**src/rtl/pt_walk_pkg.sv**
```systemverilog
package pt_walk_pkg;

  typedef enum logic [2:0] {
    ST_IDLE,
    ST_READ_DIR,
    ST_READ_LEAF,
    ST_UPDATE,
    ST_DONE
  } walk_state_e;

  typedef enum logic [2:0] {
    FLT_NONE        = 3'd0,
    FLT_DIR_ABSENT  = 3'd1,
    FLT_LEAF_ABSENT = 3'd2,
    FLT_WRITE_PROT  = 3'd3,
    FLT_PRIV        = 3'd4
  } fault_e;

  localparam int PTE_W     = 32;
  localparam int PTE_P     = 0;
  localparam int PTE_W_BIT = 1;
  localparam int PTE_U     = 2;
  localparam int PTE_A     = 5;
  localparam int PTE_D     = 6;
  localparam int FRAME_LSB = 12;

endpackage

```
**src/rtl/pt_walk_index.sv**
```systemverilog
module pt_walk_index
  import pt_walk_pkg::*;
#(
  parameter int VA_W    = 14,
  parameter int OFF_W   = 6,
  parameter int DIR_W   = 4,
  parameter int MADDR_W = 12
) (
  input  logic [VA_W-1:0]    vaddr,
  input  logic [MADDR_W-1:0] root,
  input  logic [MADDR_W-1:0] dir_frame,
  output logic [MADDR_W-1:0] dir_addr,
  output logic [MADDR_W-1:0] leaf_addr
);
  localparam int LEAF_W = VA_W - OFF_W - DIR_W;

  logic [DIR_W-1:0]  dir_idx;
  logic [LEAF_W-1:0] leaf_idx;

  assign dir_idx  = vaddr[VA_W-1 -: DIR_W];
  assign leaf_idx = vaddr[OFF_W +: LEAF_W];

  // both sums wrap modulo the memory word space
  assign dir_addr  = root + MADDR_W'(dir_idx);
  assign leaf_addr = dir_frame + MADDR_W'(leaf_idx);
endmodule

```
**src/rtl/pt_walk_perm.sv**
```systemverilog
module pt_walk_perm
  import pt_walk_pkg::*;
#(
  parameter int OFF_W = 6,
  parameter int PA_W  = 20
) (
  input  logic [PTE_W-1:0] entry,
  input  logic             is_write,
  input  logic             is_user,
  input  logic [OFF_W-1:0] offset,
  output logic [2:0]       code,
  output logic             need_wb,
  output logic [PTE_W-1:0] wb_entry,
  output logic [PA_W-1:0]  paddr
);
  localparam int FRAME_W = PA_W - OFF_W;

  // fault priority: absent, then privilege, then write protection
  always_comb begin
    code = FLT_NONE;
    if (!entry[PTE_P])                    code = FLT_LEAF_ABSENT;
    else if (is_user && !entry[PTE_U])    code = FLT_PRIV;
    else if (is_write && !entry[PTE_W_BIT]) code = FLT_WRITE_PROT;
  end

  always_comb begin
    wb_entry        = entry;
    wb_entry[PTE_A] = 1'b1;
    if (is_write) wb_entry[PTE_D] = 1'b1;
  end

  assign need_wb = (wb_entry != entry);
  assign paddr   = {entry[FRAME_LSB +: FRAME_W], offset};
endmodule

```
**src/rtl/pt_walker.sv**
```systemverilog
module pt_walker
  import pt_walk_pkg::*;
#(
  parameter int VA_W    = 14,
  parameter int OFF_W   = 6,
  parameter int DIR_W   = 4,
  parameter int MADDR_W = 12,
  parameter int PA_W    = 20
) (
  input  logic               clk,
  input  logic               rst,
  input  logic [MADDR_W-1:0] root_base,
  input  logic               req_valid,
  output logic               req_ready,
  input  logic [VA_W-1:0]    req_vaddr,
  input  logic               req_write,
  input  logic               req_user,
  output logic               mem_req_valid,
  input  logic               mem_req_ready,
  output logic               mem_we,
  output logic [MADDR_W-1:0] mem_addr,
  output logic [31:0]        mem_wdata,
  input  logic               mem_rsp_valid,
  input  logic [31:0]        mem_rdata,
  output logic               rsp_valid,
  input  logic               rsp_ready,
  output logic [PA_W-1:0]    rsp_paddr,
  output logic [2:0]         rsp_code
);
  walk_state_e        state_q;
  logic               issued_q;
  logic [VA_W-1:0]    va_q;
  logic               wr_q;
  logic               us_q;
  logic [MADDR_W-1:0] root_q;
  logic [MADDR_W-1:0] leaf_addr_q;
  logic [31:0]        wdata_q;
  logic [PA_W-1:0]    paddr_q;
  logic [2:0]         code_q;

  logic [MADDR_W-1:0] dir_addr;
  logic [MADDR_W-1:0] leaf_addr;
  logic [2:0]         perm_code;
  logic               perm_wb;
  logic [31:0]        perm_entry;
  logic [PA_W-1:0]    perm_paddr;
  logic               rd_back;

  pt_walk_index #(
    .VA_W(VA_W), .OFF_W(OFF_W), .DIR_W(DIR_W), .MADDR_W(MADDR_W)
  ) u_index (
    .vaddr    (va_q),
    .root     (root_q),
    .dir_frame(mem_rdata[FRAME_LSB +: MADDR_W]),
    .dir_addr (dir_addr),
    .leaf_addr(leaf_addr)
  );

  pt_walk_perm #(.OFF_W(OFF_W), .PA_W(PA_W)) u_perm (
    .entry   (mem_rdata),
    .is_write(wr_q),
    .is_user (us_q),
    .offset  (va_q[OFF_W-1:0]),
    .code    (perm_code),
    .need_wb (perm_wb),
    .wb_entry(perm_entry),
    .paddr   (perm_paddr)
  );

  assign req_ready     = (state_q == ST_IDLE);
  assign rsp_valid     = (state_q == ST_DONE);
  assign rsp_paddr     = paddr_q;
  assign rsp_code      = code_q;
  assign mem_req_valid = !issued_q && (state_q == ST_READ_DIR ||
                                       state_q == ST_READ_LEAF ||
                                       state_q == ST_UPDATE);
  assign mem_we        = (state_q == ST_UPDATE);
  assign mem_addr      = (state_q == ST_READ_DIR) ? dir_addr : leaf_addr_q;
  assign mem_wdata     = wdata_q;
  assign rd_back       = issued_q && mem_rsp_valid;

  always_ff @(posedge clk) begin
    if (rst) begin
      state_q     <= ST_IDLE;
      issued_q    <= 1'b0;
      va_q        <= '0;
      wr_q        <= 1'b0;
      us_q        <= 1'b0;
      root_q      <= '0;
      leaf_addr_q <= '0;
      wdata_q     <= '0;
      paddr_q     <= '0;
      code_q      <= '0;
    end else begin
      if (mem_req_valid && mem_req_ready) issued_q <= 1'b1;
      unique case (state_q)
        ST_IDLE: begin
          if (req_valid) begin
            va_q     <= req_vaddr;
            wr_q     <= req_write;
            us_q     <= req_user;
            root_q   <= root_base;
            issued_q <= 1'b0;
            state_q  <= ST_READ_DIR;
          end
        end
        ST_READ_DIR: begin
          if (rd_back) begin
            if (!mem_rdata[PTE_P]) begin
              code_q  <= FLT_DIR_ABSENT;
              paddr_q <= '0;
              state_q <= ST_DONE;
            end else begin
              leaf_addr_q <= leaf_addr;
              issued_q    <= 1'b0;
              state_q     <= ST_READ_LEAF;
            end
          end
        end
        ST_READ_LEAF: begin
          if (rd_back) begin
            code_q  <= perm_code;
            paddr_q <= (perm_code == FLT_NONE) ? perm_paddr : '0;
            if (perm_code == FLT_NONE && perm_wb) begin
              wdata_q  <= perm_entry;
              issued_q <= 1'b0;
              state_q  <= ST_UPDATE;
            end else begin
              state_q <= ST_DONE;
            end
          end
        end
        ST_UPDATE: begin
          if (mem_req_valid && mem_req_ready) state_q <= ST_DONE;
        end
        ST_DONE: begin
          if (rsp_ready) state_q <= ST_IDLE;
        end
        default: state_q <= ST_IDLE;
      endcase
    end
  end


  one_walk_chk: assert property (@(posedge clk) disable iff (rst)
    req_valid && req_ready |=> !req_ready);


  idle_quiet_chk: assert property (@(posedge clk) disable iff (rst)
    req_ready |-> !rsp_valid && !mem_req_valid);


  dir_absent_chk: assert property (@(posedge clk) disable iff (rst)
    state_q == ST_READ_DIR && rd_back && !mem_rdata[PTE_P]
      |=> rsp_valid && rsp_code == 3'd1 && rsp_paddr == '0);


  wb_sets_a_chk: assert property (@(posedge clk) disable iff (rst)
    mem_req_valid && mem_we |-> mem_wdata[PTE_A] && rsp_code == 3'd0);


  rsp_hold_chk: assert property (@(posedge clk) disable iff (rst)
    rsp_valid && !rsp_ready |=> rsp_valid && $stable(rsp_paddr) && $stable(rsp_code));


  mem_hold_chk: assert property (@(posedge clk) disable iff (rst)
    mem_req_valid && !mem_req_ready
      |=> mem_req_valid && $stable(mem_addr) && $stable(mem_we) && $stable(mem_wdata));
endmodule

```
**config.mk**
```make
export PLATFORM = sky130hd
export DESIGN_NAME = pt_walker
export DESIGN_NICKNAME = d
export VERILOG_FILES = /design/src/rtl/pt_walk_pkg.sv /design/src/rtl/pt_walk_index.sv /design/src/rtl/pt_walk_perm.sv /design/src/rtl/pt_walker.sv
export SDC_FILE = /design/constraint.sdc
export NUM_CORES = 1
export LEC_CHECK = 0
export ABC_AREA = 1
export ABC_CLOCK_PERIOD_IN_PS = 2700
export CORE_ASPECT_RATIO = 1.1
export CORE_UTILIZATION = 40
export CTS_CLUSTER_SIZE = 28
export DETAILED_ROUTE_END_ITERATION = 12
export DONT_BUFFER_PORTS = 1
export HOLD_SLACK_MARGIN = 0.06
export PLACE_DENSITY_LB_ADDON = 0.25
export SLEW_MARGIN = 25
export SYNTH_ARGS = -nofsm -noshare
export SYNTH_HDL_FRONTEND = slang
export SYNTH_SLANG_ARGS = --single-unit
```
**constraint.sdc**
```tcl
create_clock -name clk -period 2.7 [get_ports clk]
set_clock_uncertainty 0.15 [all_clocks]
set_input_delay 0.675 -clock clk [delete_from_list [all_inputs] [get_ports clk]]
set_output_delay 0.675 -clock clk [all_outputs]
set_load 0.05 [all_outputs]
```
==> flow_metrics.tcl, run 1 <==
set metrics [dict create \
    outcome "complete, but fails checks" \
    violations "negative setup slack" \
    synth.mux.area_fraction 0 \
    yosysWarnings 0 \
    grtUsageMet1 0.243 \
    yosysTopAreaCell "dfxtp_1" \
    fillers 1086 \
    fin_ws_ps -159 \
    fin_hold_ws_ps 250 \
    synthesis.nets 711 \
    fp-row-count 40 \
    synth-seq-cells 99 \
    final_cell_mix "nand2_1, dfxtp_1, nor2_1" \
    instances_no_fill 791 \
    critical_path_class "reg2out" \
    r2r-start "state_q[0]" \
    clkLatencyLatePin_ps 340 \
    finalCoreUtilization 0.471 \
    cts_hold_buffers 0 \
    synthAdderAreaFrac 0.0311 \
    clockRootBuffer "clkbuf_16" \
    cp_slowest_stage_delay_ps 380 \
    p_leak_nw 2.09 \
    pre_cts_slack_ps 42.9 \
    crit_path_end_kind "primary output" \
    cp.required_ps 1880 \
    ios 137 \
    fin_crit_sh 1.06 \
    worst_pin_slew_ps 716 \
    routed_wire_length_per_instance_um 14.8 \
    path_max_fanout 3 \
    grt_max_degree 51 \
    avgSynthCellArea_um2 7.10 \
    cts_max_level 3 \
    reg2reg_to "root_q[5]" \
    cts_buffer_depth 2 \
    startpoint_type "register" \
    synthTopCellsByArea "dfxtp_1, nand2_1, a21oi_1" \
    dieArea_um2 11700 \
    gr-total-overflow 0 \
    area_growth_syn_to_layout_pct 14.5 \
    numCtsBuffers 9 \
    fin_area_um2 5160 \
    cp_slowest_cell "fa_2" \
    whs_endpoint "rsp_code[1]" \
    hold_path.class "in2reg" \
    ir_drop_uv 326 \
    setup_viol 4 \
    use_met3 0.0525 \
    route.antenna.remaining_nets 0 \
    synth_cell_type_count 31 \
    worst-endpoint-arrival_ps 2030 \
    yosys.area_share.xor_xnor 0.0136 \
    multiInputGateArea_um2 2250 \
    grt_pass1_wl_mm 17.9 \
    firstDrtPassIters 5 \
    syn_inst 635 \
    seq_area_um2 1990 \
    relSlewSlack 0.521 \
    gp_congestion 0.847 \
    route.vias.total 4032 \
    final_layout_size_suffix_gt1_frac 0.118 \
    portBuffers 0 \
    p_total_mw 4.10 \
    rsz0062_at_grt "yes" \
    syn_area_um2 4510 \
    hpwl_mm 8.43 \
    die_y_um 113 \
    placed_cells 775 \
    die-width_um 103 \
    diodes 0 \
    ff2ff_path_depth 6 \
    yosys.area.top_type_share 0.440 \
    top_usage_layer "met2" \
    final_max_slew_viol_count 0 \
    power_per_cell_area_nw_per_um2 795 \
    drv_cap 0 \
    max_freq_mhz 350 \
    cts_tree "yes" \
    hold_violations 0 \
    via_per_inst 5.10 \
    synth_top_family_by_area "simple AND/OR/NAND/NOR gates" \
    synth_compound_area_frac 0.163 \
    path_cells "ha_4 -> inv_2 -> fa_2 -> o21ai_4 -> buf_4 -> nand3_2 -> nand2_1 -> nand3_1 -> nand2_2 -> buf_12" \
    core_um2 11000 \
    start_util 0.411 \
    ys_seq_area_frac 0.440 \
    whs_path_depth 1 \
    nNetsFinal 716 \
    first_iter_violations 129 \
    placed_area_um2 4760 \
    route.detailed.drc 0 \
    use_met2 0.328 \
    grt_pass1_vias 3771 \
    hp-start "rst" \
    min_period_ps 2860 \
    layout_commonest_cell "nand2_1" \
    cts_sinks 99 \
    grt_antenna_before_repair 0 \
    clk_pin_slew_ps 60 \
    track_usage 0.199 \
    totalWireLength_mm 11.7 \
    setup-tns-final_ps -531 \
    r2r_setup_slack_ps 520 \
    yosys.area_share.simple 0.269 \
]
-- critical path, delay by kind of cell (launching register included) --
family	cells	cell delay [ps]
AOI/OAI and AO/OA	1	180
adders and majority gates	2	520
buffers and inverters	3	320
DFF	1	360
and+or+nand+nor	4	310
-- sequential cells by signal, summed over array words and instances (netlist names) --
name         cells
issued_q         1
state_q          3
root_q          12
wr_q             1
rsp_paddr       20
leaf_addr_q     12
mem_wdata       32
rsp_code         3
va_q            14
us_q             1
-- logic make-up (layout without fill, tap and decap cells) --
logic type	count (synthesis)	in the layout
simple gates	287	287
compound gates	144	144
flops	99	99
buf+inv	88	97
fa+ha+maj	10	10
xor+xnor	7	7
-- per-layer routing --
layer | wire, µm | part of all wire
met5 | 0 | 0
met2 | 5460 | 0.47
met4 | 156 | 0.013
met1 | 5000 | 0.43
met3 | 1080 | 0.092
-- cells in the mapped netlist (all sizes together) --
cell type / number
a21o: 1
a21oi: 74
a31oi: 1
buf: 17
clkbuf: 14
dfxtp: 99
fa: 2
ha: 8
inv: 57
nand2: 147
nand3: 47
nand4: 5
nor2: 82
nor3: 6
o21a: 1
o21ai: 65
o21bai: 1
o22ai: 1
xor2: 7
-- cell type report --
cell class,count,share of cell area
Clock buffer,14,0.0531
Clock inverter,1,0.00145
Inverter,57,0.0414
Multi-Input combinational cell,448,0.436
Sequential cell,99,0.385
Tap cell,147,0.0356
Timing Repair Buffer,25,0.0473
-- how the worst max path moves through the flow --
stage,startpoint,end,slack [ps]
5_1_grt,root_q[1],mem_addr[8],-240
2_1_floorplan,root_q[0],mem_addr[4],-120
4_1_cts,va_q[10],mem_addr[8],-150
3_5_place_dp,va_q[10],mem_addr[10],40
6_report,va_q[10],mem_addr[8],-160
3_3_place_gp,root_q[0],mem_addr[10],100
-- power breakdown --
group | internal (mW) | switching [mW]
combinational | 0.381 | 0.836
sequential | 1.58 | 0.105
clock | 0.696 | 0.511
-- timing repair --
item                                    in CTS  in global routing
resized for setup                           19                  8
pin swaps                                    5                  0
endpoints found under the setup margin       9                  9
setup buffers                                1                  0
endpoints found under the hold margin        0                  0
Power figures use the tool's default switching activity.
==> inputs of run 2 (changes only) <==
- ABC_CLOCK_PERIOD_IN_PS: 2700 -> 3420
- clock period: 2.7 -> 3.42 ns (I/O delays scaled with it)
==> run 2 against run 1 <==
  * The run now ends clean
  * Setup slack improved by 350 ps
  * Register-to-register slack better by 650 ps
  * Via count shrank 1.4%
  * Global-route usage up 0.077 points
  * Critical endpoint unchanged
==> flow_metrics.tcl, run 2 (synthesis gave the netlist of run 1 again) <==
set metrics [dict create \
    outcome "finished, final reports clean" \
    dieArea_um2 11700 \
    worst_pin_slew_ps 967 \
    worst-endpoint-arrival_ps 2230 \
    route.vias.total 3974 \
    ios 137 \
    p_int_mw 1.97 \
    hold_violations 0 \
    cp_slowest_stage_delay_ps 390 \
    final_cell_mix "nand2_1, dfxtp_1, nor2_1" \
    cts_tree "yes" \
    final_layout_size_suffix_gt1_frac 0.0741 \
    startpoint_type "register" \
    power_per_cell_area_nw_per_um2 635 \
    post_cts_buffers 0 \
    via_per_inst 5.08 \
    min_period_ps 3230 \
    critical_path_class "reg2out" \
    routed_wire_length_per_instance_um 14.9 \
    core_um2 11000 \
    path_buf_inv 2 \
    final_max_slew_viol_count 0 \
    route.detailed.drc 0 \
    p_clk_frac 0.301 \
    totalWireLength_mm 11.7 \
    cpLargestDelayFamily "adder cells" \
    switching_share 0.370 \
    setup-tns-final_ps 0 \
    gp_congestion 0.871 \
    fin_crit_sh 0.945 \
    gr-total-overflow 0 \
    hold_path.class "reg2reg" \
    setup_viol 0 \
    rsz0062_at_grt "no" \
    drv_cap 0 \
    p_leak_nw 2.01 \
    nNetsFinal 705 \
    ctsResizeCount 0 \
    path_max_fanout 3 \
    cts_buffer_depth 2 \
    track_usage 0.200 \
    clockRootBuffer "clkbuf_16" \
    first_iter_violations 166 \
    cp_slowest_cell "fa_1" \
    grt_pass1_wl_mm 18.0 \
    area_growth_syn_to_layout_pct 9.05 \
    cp.required_ps 2410 \
    hpwl_mm 8.23 \
    fin_ws_ps 190 \
    route.antenna.remaining_nets 0 \
    p_seq_frac 0.421 \
    die_y_um 113 \
    grt_pass1_vias 3725 \
    grt_antenna_before_repair 1 \
    fp-row-count 40 \
    firstDrtPassIters 5 \
    ir_drop_uv 250 \
    portBuffers 0 \
    relSlewSlack 0.353 \
    cts_max_level 3 \
    crit_path_end_kind "primary output" \
    p_switching_mw 1.16 \
    start_util 0.411 \
    cts_sinks 99 \
    max_freq_mhz 310 \
    numCtsBuffers 9 \
    die-width_um 103 \
    largest_register_ffs 32 \
    pre_cts_slack_ps 503 \
    share_comb_of_total_power 0.278 \
    clkLatencyLatePin_ps 340 \
    grt_max_degree 51 \
    clk_pin_slew_ps 70 \
    path_cells "ha_1 -> inv_1 -> fa_1 -> o21ai_1 -> buf_4 -> nand3_1 -> nand2_1 -> nand3_1 -> nand2_1" \
    layout_commonest_cell "nand2_1" \
    cts_hold_buffers 0 \
]
==> run 2: stage by stage <==
stage | hold slack (ps) | util | instance area (µm²) | total power [mW] | cells
finish | 308 | 0.448 | 4910 | 3.12 | 782
global route | 319 | 0.448 | 4910 | 3.30 | 781
CTS | 308 | 0.448 | 4910 | 3.15 | 781
detailed placement | 298 | 0.423 | 4640 | 2.20 | 765
global placement | 294 | 0.423 | 4640 | 2.19 | 765
floorplan | 290 | - | 4510 | 2.02 | 635
==> run 2: area by class of cell <==
class                   instances  area (µm²)
multi-input cells             448        2160
fillers                      1127        6050
clock inverters                 6        42.5
inverters                      57         214
repair buffers                 14         105
well taps                     147         184
diodes                          1        2.50
flip-flops and latches         99        1980
clock buffers                  10         229
==> run 2: worst min-delay path: stages, from the launching register on <==
cell,delay [ps]
dfxtp_1,310
nand2_1,60
a21oi_1,50
==> run 2: worst paths after layout <==
check / slack [ps] / cells after the start / endpoint / start
hold / removal: 310 / 2 / va_q[4] / va_q[4]
hold reg to reg: 310 / 2 / va_q[4] / va_q[4]
setup reg to reg: 1170 / 7 / rsp_code[2] / state_q[1]
setup / recovery: 190 / 9 / mem_addr[8] / va_q[10]
==> run 2: power by group through the flow <==
stage / Combinational (mW) / Clock, mW / Sequential (mW)
after global routing: 0.961 / 1.01 / 1.33
after global placement: 0.858 / 0 / 1.33
final: 0.868 / 0.941 / 1.31
after detailed placement: 0.865 / 0 / 1.34
after floorplan: 0.703 / 0 / 1.32
after CTS: 0.871 / 0.966 / 1.31
==> run 2: per-layer routing <==
layer,vias up,track usage,part of all wire
met5,-,0,0
met4,0,0.0817,0.014
met3,13,0.0488,0.077
met2,130,0.320,0.45
met1,1790,0.256,0.46
li1,2041,-,-
==> inputs of run 3 (changes only) <==
- CORE_ASPECT_RATIO: 1.1 -> 0.8
- SKIP_CTS_REPAIR_TIMING: not set -> 1
==> run 3 against run 2 <==
  * First-iteration DRC count increased by 25%
  * Register-to-register slack got worse by 210 ps
  * Sequential cell count stayed put
  * Utilization grew 0.72 points
  * Setup slack lost 13 ps
  * Fmax fell by 0.41%
  * Global-route usage grew 1.1 points
  * Count of clock-buffer cells in the layout stayed put
  * Die area about the same
  * Sequential power about the same
  * Critical endpoint is now mem_addr[10]
==> flow_metrics.tcl, run 3 (synthesis gave the netlist of run 1 again) <==
set metrics [dict create \
    hold_path.class "reg2reg" \
    outcome "finished, final reports clean" \
    clkLatencyLatePin_ps 340 \
    cp.required_ps 2410 \
    core_um2 10900 \
    multiInputGateArea_um2 2160 \
    numCtsBuffers 9 \
    track_usage 0.211 \
    routed_wire_length_per_instance_um 15.3 \
    cts_sinks 99 \
    dieArea_um2 11700 \
    worst-endpoint-arrival_ps 2240 \
    min_period_ps 3240 \
    final_cell_mix "nand2_1, dfxtp_1, nor2_1" \
    grt_pass1_vias 3946 \
    p_switching_mw 1.16 \
    area_growth_syn_to_layout_pct 10.5 \
    route.antenna.remaining_nets 0 \
    path_max_fanout 4 \
    cts_tree "yes" \
    seq_area_um2 1980 \
    gr-total-overflow 0 \
    nNetsFinal 705 \
    worst_pin_slew_ps 843 \
    cts_buffer_depth 2 \
    start_util 0.412 \
    hpwl_mm 8.67 \
    switching_share 0.352 \
    relSlewSlack 0.437 \
    placed_area_um2 4630 \
    final_max_slew_viol_count 0 \
    route.detailed.drc 0 \
    startpoint_type "register" \
    via_per_inst 5.19 \
    ir_drop_uv 347 \
    ios 137 \
    hold_violations 0 \
    grt_max_degree 51 \
    fp-row-count 34 \
    share_comb_of_total_power 0.262 \
    p_total_mw 3.30 \
    fin_crit_sh 0.948 \
    p_int_mw 2.14 \
    fin_ws_ps 176 \
    cts_max_level 3 \
    setup_viol 0 \
    critical_path_class "reg2out" \
    die-width_um 121 \
    firstDrtPassIters 5 \
    grt_antenna_before_repair 1 \
    fillers 1094 \
    power_per_cell_area_nw_per_um2 662 \
    portBuffers 0 \
    totalWireLength_mm 11.9 \
    largest_register_ffs 32 \
    p_leak_nw 2.05 \
    clk_pin_slew_ps 70 \
    grt_pass1_wl_mm 19.3 \
    layout_commonest_cell "nand2_1" \
    p_seq_frac 0.400 \
    crit_path_end_kind "primary output" \
    gp_congestion 0.917 \
    rsz0062_at_grt "no" \
    final_layout_size_suffix_gt1_frac 0.0757 \
    clockRootBuffer "clkbuf_16" \
    fin_area_um2 4980 \
    setup-tns-final_ps 0 \
    max_freq_mhz 308 \
    die_y_um 96.9 \
    p_clk_frac 0.338 \
    first_iter_violations 208 \
    route.vias.total 4045 \
    drv_cap 0 \
    pre_cts_slack_ps 381 \
]
-- run 3: changes by cell type in the layout (fill, tap and decap cells not counted) --
cell        before  now
nand2_2          5    4
o21ai_4          0    1
nand2_1        141  142
bufinv_16        0    2
clkbuf_1         1    0
clkinv_4         2    0
o21ai_1         15   14
inv_6            0    3
clkinvlp_4       2    1
clkinv_2         2    0
clkbuf_8         0    1
-- run 3: final timing paths --
check                  start           end  slack (ps)  cells past startpoint
setup / recovery    va_q[10]  mem_addr[10]         180                      9
hold / removal       va_q[2]  rsp_paddr[2]         310                      2
setup reg to reg  state_q[0]     root_q[8]         960                      6
hold reg to reg      va_q[2]  rsp_paddr[2]         310                      2
-- run 3: metrics by stage --
step	hold slack, ps	cells	utilization
detailed placement	299	762	0.424
global placement	294	762	0.424
floorplan	290	635	-
global route	322	779	0.456
finish	307	779	0.456
CTS	307	778	0.454
-- run 3: cell type report --
class / count / area share
Antenna cell: 1 / 0.000502
Multi-Input combinational cell: 448 / 0.435
Clock buffer: 10 / 0.0480
Clock inverter: 6 / 0.0188
Sequential cell: 99 / 0.398
Timing Repair Buffer: 14 / 0.0211
Inverter: 57 / 0.0430
Tap cell: 144 / 0.0362
-- run 3: routing by layer --
metal  vias up  wire [µm]  track usage  part of all wire
li1       2039          -            -                 -
met1      1848       5290        0.259              0.44
met2       141       5380        0.340              0.45
met3        17       1000       0.0719             0.084
met4         0        235       0.0760             0.020
met5         -          0            0                 0
-- run 3: power groups by stage --
| stage | combinational [mW] | clock, mW | sequential, mW |
|---|---|---|---|
| after floorplan | 0.703 | 0 | 1.32 |
| after global placement | 0.839 | 0 | 1.34 |
| after detailed placement | 0.858 | 0 | 1.34 |
| after CTS | 0.862 | 1.14 | 1.32 |
| after global routing | 0.946 | 1.19 | 1.33 |
| final | 0.862 | 1.11 | 1.32 |
-- run 3: critical path: stages (launching register included) --
cell     delay [ps]
dfxtp_1         340
ha_1            190
inv_1            60
fa_1            430
o21ai_4         250
nand2_1         120
o21ai_0         160
nand3_1          80
nand2_1          70
buf_4           190
